==> src/rtl/hdlc_cmd_tx.sv <==
module hdlc_cmd_tx #(
  parameter int          DEPTH     = 64,
  parameter logic [7:0]  CMD_ADDR  = 8'h02,
  parameter logic [7:0]  DATA_ADDR = 8'h00
) (
  input  logic       clk,
  input  logic       rst_n,
  input  logic       bus_we,
  input  logic [7:0] bus_addr,
  input  logic [7:0] bus_wdata,
  input  logic       bit_en,
  output logic       tx_bit,
  output logic       fifo_ready,
  output logic       underrun
);
  localparam int AW = $clog2(DEPTH);
  localparam int CW = AW + 1;
  localparam logic [7:0] FLAG = 8'h7E;

  typedef enum logic [2:0] {S_IDLE, S_OFLAG, S_DATA, S_CRC, S_CFLAG, S_ABORT} st_t;

  st_t           state;
  logic [7:0]    mem [DEPTH];
  logic [AW-1:0] rd_ptr, wr_ptr;
  logic [CW-1:0] count;
  logic [7:0]    sh;
  logic [15:0]   crc;
  logic [3:0]    cnt;
  logic [2:0]    ones;
  logic          go, endp;

  wire cmd_wr = bus_we && bus_addr == CMD_ADDR;
  wire xrst   = cmd_wr && bus_wdata[0];
  wire xme    = cmd_wr && bus_wdata[1];
  wire xms    = cmd_wr && bus_wdata[3];
  wire full   = count == CW'(DEPTH);
  wire push   = bus_we && bus_addr == DATA_ADDR && !full;
  wire stuff  = ones == 3'd5 && (state == S_DATA || state == S_CRC || state == S_CFLAG);
  wire byte_end = bit_en && !xrst && cnt == 4'd7 &&
                  (state == S_OFLAG || (state == S_DATA && !stuff));
  wire pop    = byte_end && count != '0;
  wire dbit   = (state == S_DATA) ? sh[0] : crc[0];
  wire [15:0] crc_n = {1'b0, crc[15:1]} ^ ((crc[0] ^ sh[0]) ? 16'h8408 : 16'h0000);

  assign fifo_ready = count == '0;

  always_ff @(posedge clk)
    if (push) mem[wr_ptr] <= bus_wdata;

  always_ff @(posedge clk) begin
    if (!rst_n || xrst) begin
      state <= S_IDLE; tx_bit <= 1'b1; go <= 1'b0; endp <= 1'b0; underrun <= 1'b0;
      count <= '0; rd_ptr <= '0; wr_ptr <= '0; cnt <= '0; ones <= '0;
      sh <= '0; crc <= 16'hFFFF;
    end else begin
      if (push) wr_ptr <= (wr_ptr == AW'(DEPTH - 1)) ? '0 : wr_ptr + 1'b1;
      count <= count + CW'(push) - CW'(pop);
      if (bit_en) begin
        case (state)
          S_IDLE:
            if (go) begin
              tx_bit <= FLAG[0]; cnt <= 4'd1; state <= S_OFLAG; go <= 1'b0;
              ones <= '0; crc <= 16'hFFFF;
            end else tx_bit <= 1'b1;
          S_OFLAG: begin
            tx_bit <= FLAG[cnt[2:0]]; cnt <= cnt + 4'd1;
          end
          S_DATA, S_CRC:
            if (stuff) begin
              tx_bit <= 1'b0; ones <= '0;
            end else begin
              tx_bit <= dbit;
              ones   <= dbit ? ones + 3'd1 : '0;
              cnt    <= cnt + 4'd1;
              if (state == S_DATA) begin
                sh <= {1'b0, sh[7:1]}; crc <= crc_n;
              end else begin
                crc <= {1'b0, crc[15:1]};
                if (cnt == 4'd15) begin state <= S_CFLAG; cnt <= '0; end
              end
            end
          S_CFLAG:
            if (stuff) begin
              tx_bit <= 1'b0; ones <= '0;
            end else begin
              tx_bit <= FLAG[cnt[2:0]]; cnt <= cnt + 4'd1;
              if (cnt == 4'd7) state <= S_IDLE;
            end
          default: begin
            tx_bit <= 1'b1; cnt <= cnt + 4'd1;
            if (cnt == 4'd7) state <= S_IDLE;
          end
        endcase
      end
      if (pop) begin
        state <= S_DATA; sh <= mem[rd_ptr]; cnt <= '0;
        rd_ptr <= (rd_ptr == AW'(DEPTH - 1)) ? '0 : rd_ptr + 1'b1;
      end else if (byte_end && endp) begin
        state <= S_CRC; cnt <= '0; endp <= 1'b0;
        crc <= ~((state == S_DATA) ? crc_n : crc);
      end else if (byte_end) begin
        state <= S_ABORT; cnt <= '0; underrun <= 1'b1;
      end
      if (xms && state != S_OFLAG && state != S_DATA) go <= 1'b1;
      if (xme) endp <= 1'b1;
    end
  end

  AST_IDLE_FILL: assert property (@(posedge clk) disable iff (!rst_n)
    state == S_IDLE && !go && bit_en |=> tx_bit);
  AST_CMD_ZERO: assert property (@(posedge clk) disable iff (!rst_n)
    cmd_wr && (bus_wdata & 8'h0B) == 8'h00 && !bit_en |=> $stable(state) && $stable(tx_bit));
  AST_STUFF_ZERO: assert property (@(posedge clk) disable iff (!rst_n)
    bit_en && !xrst && (state == S_DATA || state == S_CRC) && ones == 3'd5 |=> !tx_bit);
  AST_RESET_FILL: assert property (@(posedge clk) disable iff (!rst_n)
    xrst |=> tx_bit && fifo_ready && !underrun);
  AST_UNDERRUN_ABORT: assert property (@(posedge clk) disable iff (!rst_n)
    $rose(underrun) |-> state == S_ABORT);
  AST_NO_OVERFLOW: assert property (@(posedge clk) disable iff (!rst_n)
    full && !pop && !xrst |=> full);
endmodule

==> config.mk <==
export PLATFORM = sky130hd
export DESIGN_NAME = hdlc_cmd_tx
export DESIGN_NICKNAME = d
export VERILOG_FILES = /design/src/rtl/hdlc_cmd_tx.sv
export SDC_FILE = /design/constraint.sdc
export NUM_CORES = 1
export LEC_CHECK = 0
export ABC_AREA = 1
export ABC_CLOCK_PERIOD_IN_PS = 7800
export BUFFER_PORTS_ARGS = -buffer_cell sky130_fd_sc_hd__buf_2
export CORE_MARGIN = 2
export CORE_UTILIZATION = 45
export CTS_BUF_LIST = sky130_fd_sc_hd__clkbuf_8
export DETAILED_ROUTE_END_ITERATION = 10
export PLACE_DENSITY = 0.6
export SYNTH_ARGS = -nofsm -noshare
export SYNTH_HDL_FRONTEND = slang
export SYNTH_SLANG_ARGS = --single-unit
==> constraint.sdc <==
create_clock -name clk -period 7.8 [get_ports clk]
set_clock_uncertainty 0.1 [all_clocks]
set_input_delay 1.95 -clock clk [delete_from_list [all_inputs] [get_ports clk]]
set_output_delay 1.95 -clock clk [all_outputs]
set_load 0.05 [all_outputs]
==> results.json <==
{
  "synth_area_leader_cell": "edfxtp_1",
  "p_int_mw": 4.66,
  "p_total_mw": 5.95,
  "grt_max_degree": 115,
  "pwr-share-seq_pct": 56.5,
  "die_w_um": 236,
  "synth_edf_count": 512,
  "comb_power_share_pct": 1.8,
  "clock_latency_ns": 0.67,
  "die-area_um2": 55800,
  "crit_required_ns": 8.29,
  "hold-path-cell-count": 2,
  "final_core_util_pct": 49.8,
  "cts.sinks": 576,
  "yosysTopAreaCellShare_pct": 63.4,
  "synth_mux_area_share_pct": 0.0413,
  "r2r_end": "count[6]",
  "ff2ff_setup_slack_ns": 3.66,
  "antenna_found_initial": 0,
  "rows": 85,
  "synthArstFlopShare_pct": 0,
  "fp.coreArea_um2": 53500,
  "relSlewSlack_pct": 18.9,
  "hpwl_um": 37000,
  "drcViolationCount": 0,
  "synth_fa_ha_area_share_pct": 0.805,
  "tightest_slew_ns": 1.21,
  "fin_cells": 3077,
  "sw_frac_of_total_pct": 21.7,
  "reg2reg_from": "state[2]",
  "ir_worst_vdd_mv": 0.110,
  "r2r_cells": 19,
  "syn-num-nets": 2326,
  "slowest_delay_ns": 0.42,
  "cts_made_buffers": 95,
  "synth_xor_area_share_pct": 0.253,
  "synth-compound-area-share_pct": 3.28,
  "yosysWarningCount": 0,
  "fin_crit_sh_pct": 61.0,
  "worst-path-stages": 20,
  "dr.pass1.iters": 5,
  "p_leak_nw": 9.63,
  "yosys-top-cells-area": "edfxtp_1 (63%), nand2_1 (11%), nand3_1 (9.5%), dfxtp_1 (5.3%), nor2_1 (1.9%)",
  "rsz0062_at_grt": "false",
  "drt_iter0_drc": 1623,
  "fin_area_um2": 26600,
  "gp_congestion": 0.910,
  "setup-tns-final_ns": 0,
  "io_buffer_count": 22,
  "h-tree-depth": 3,
  "diodes": 0,
  "antenna_left": 0,
  "grt_pass1_vias": 16738,
  "hp-class": "flip-flop to flip-flop",
  "hold_violations": 0,
  "fillers": 4875,
  "ys_seq_area_share_pct": 68.7,
  "cp-start-kind": "input pin",
  "slew_viol_final": 0,
  "clock_path_buffers": 3,
  "drv_cap": 0,
  "regArea_um2": 16700,
  "syn-cell-area_um2": 24200,
  "cp_common_cell": "inv_1",
  "cts-root-buf": "clkbuf_8",
  "worst_path_dominant_cell_family": "simple AND/OR/NAND/NOR gates",
  "clkTransAtPathRegs_ns": 0.07,
  "min_to": "underrun",
  "synth_top_family_by_area": "simple AND/OR/NAND/NOR gates",
  "final_nets": 2342,
  "area_growth_pct": 9.90,
  "status": "complete, no violations",
  "grt_pass1_wl_um": 97000,
  "vias": 17148,
  "fin_crit_ns": 4.76,
  "ios": 23,
  "crit_chain": "buf_2 > or2_1 > nor3_1 > nand3_1 > inv_1 > nand2_1 > nand3_2 > inv_2 > ha_1 > inv_1 > ha_1 > inv_1 > fa_1 > o21ai_0 > a21oi_1 > nor2_1 > nor2_1 > o21bai_1 > o21ai_0 > a21oi_1",
  "dp_cells": 2906,
  "crit_type": "input pin to flip-flop",
  "setup_viol": 0,
  "clkPwrFrac_pct": 41.7,
  "wl_um": 63900,
  "synth_flop_cell": "edfxtp_1",
  "overflow": 0,
  "ys_seq_elements": 576,
  "power_density_nw_per_um2": 223,
  "drive_gt1_share_pct": 8.02,
  "die_h_um": 236,
  "crit_arrival_ns": 5.25,
  "cts_setup_buffers": 0,
  "postCtsHoldBufs": 0,
  "multiInputGateArea_um2": 6720,
  "fmax_mhz": 210,
  "cp_max_fo": 18,
  "cp-end-kind": "flip-flop",
  "synth_cells": 2291,
  "cp.buffers_inverters": 5,
  "p_switching_mw": 1.29,
  "cts_tree": "built",
  "crit_path_top_delay_cell": "fa_1",
  "initial_core_util_pct": 45.3,
  "place_area_um2": 24900,
  "grtUsageTotal_pct": 23.0,
  "avgViaCountPerCell": 5.57,
  "ctsResizeCount": 0,
  "syn_avg_cell_area_um2": 10.6,
  "yosys.area_share.simple_pct": 23.4,
  "post_drt_wl_per_cell_um": 20.8,
  "min-delay-start": "underrun",
  "synth_cell_types": 44
}
-- metal layers --
metal	global-route usage, %	vias up	share of wire (%)
met2	36.8	690	47
met3	3.91	149	7.2
met1	31.3	8335	43
met5	0	-	0
met4	9.40	0	3.6
li1	-	7974	-
-- stage by stage --
stage                     hold slack (ns)  setup slack (ns)
after floorplan                     0.337              2.97
after global placement              0.344              2.45
after detailed placement            0.344              2.38
after CTS                           0.355              3.08
after global routing                0.374              2.67
final                               0.355              3.04
-- how the worst max path moves through the flow --
stage,startpoint,endpoint,slack [ns]
finish,bus_addr[3],count[6],3.04
global route,bus_addr[3],count[6],2.67
CTS,bus_addr[3],count[6],3.08
detailed placement,bus_addr[3],count[6],2.38
global placement,bus_addr[3],count[6],2.45
floorplan,bus_addr[3],count[6],2.97
-- cell usage in the layout (no fill, tap or decap), types with 2 or more instances in the layout --
master / count
o21ai_1: 8
or2_2: 4
nor2_2: 4
o211ai_1: 5
a21oi_1: 38
xnor2_1: 3
buf_4: 20
buf_2: 22
ha_1: 14
dfxtp_4: 2
a31oi_1: 2
nor2_1: 125
nor3b_1: 5
nand2_1: 712
clkbuf_8: 99
nor4_1: 2
a21oi_2: 2
clkinv_2: 14
clkinvlp_4: 4
inv_6: 2
a211oi_1: 3
inv_1: 112
bufinv_16: 3
inv_2: 4
nand2_2: 3
dfxtp_1: 61
clkinv_1: 24
o21ai_0: 79
xor2_1: 4
o2111ai_1: 2
nor3_1: 7
nand3_1: 461
edfxtp_1: 512
nand4_1: 2
-- cells in the mapped netlist (all sizes together) (7+ instances only) --
cell type	count
edfxtp	512
o21ai	87
nor2	130
nand3	462
clkbuf	69
nor3	7
nand2	715
dfxtp	64
buf	54
a21oi	40
ha	14
inv	93
-- kinds of logic after synthesis --
kind of cell / Yosys count
AOI/OAI and AO/OA: 145
xor gates and xnor gates: 7
adders and majority gates: 15
buffers and inverters: 217
DFF: 576
muxes: 1
and+or+nand+nor: 1330
-- cell type report --
class / count / area share [%]
Clock buffer: 99 / 5.11
Clock inverter: 72 / 1.53
Inverter: 94 / 1.35
Multi-Input combinational cell: 1498 / 25.2
Sequential cell: 576 / 62.5
Tap cell: 696 / 3.27
Timing Repair Buffer: 42 / 0.977
-- power groups by stage --
stage	combinational [mW]	clock [mW]	sequential (mW)
after detailed placement	0.110	0	3.43
final	0.109	2.48	3.36
after global routing	0.118	2.67	3.36
after global placement	0.109	0	3.43
after floorplan	0.0297	0	3.43
after CTS	0.110	2.53	3.36
-- flip-flops by register name, indices dropped and copies added (netlist names), named ones only --
name      flops
mem         512
crc          16
sh            8
count         7
rd_ptr        6
wr_ptr        6
cnt           4
ones          3
state         3
endp          1
go            1
tx_bit        1
underrun      1
-- worst reg2reg max path: cells and delay by family, from the launching register on --
| family | cells | cell delay (ns) |
|---|---|---|
| AOI/OAI and AO/OA | 6 | 0.99 |
| buffers and inverters | 4 | 0.53 |
| DFF | 1 | 0.33 |
| and+or+nand+nor | 6 | 1.24 |
| adders and majority gates | 3 | 0.85 |
Note: power is estimated with default switching activity, not from simulation.
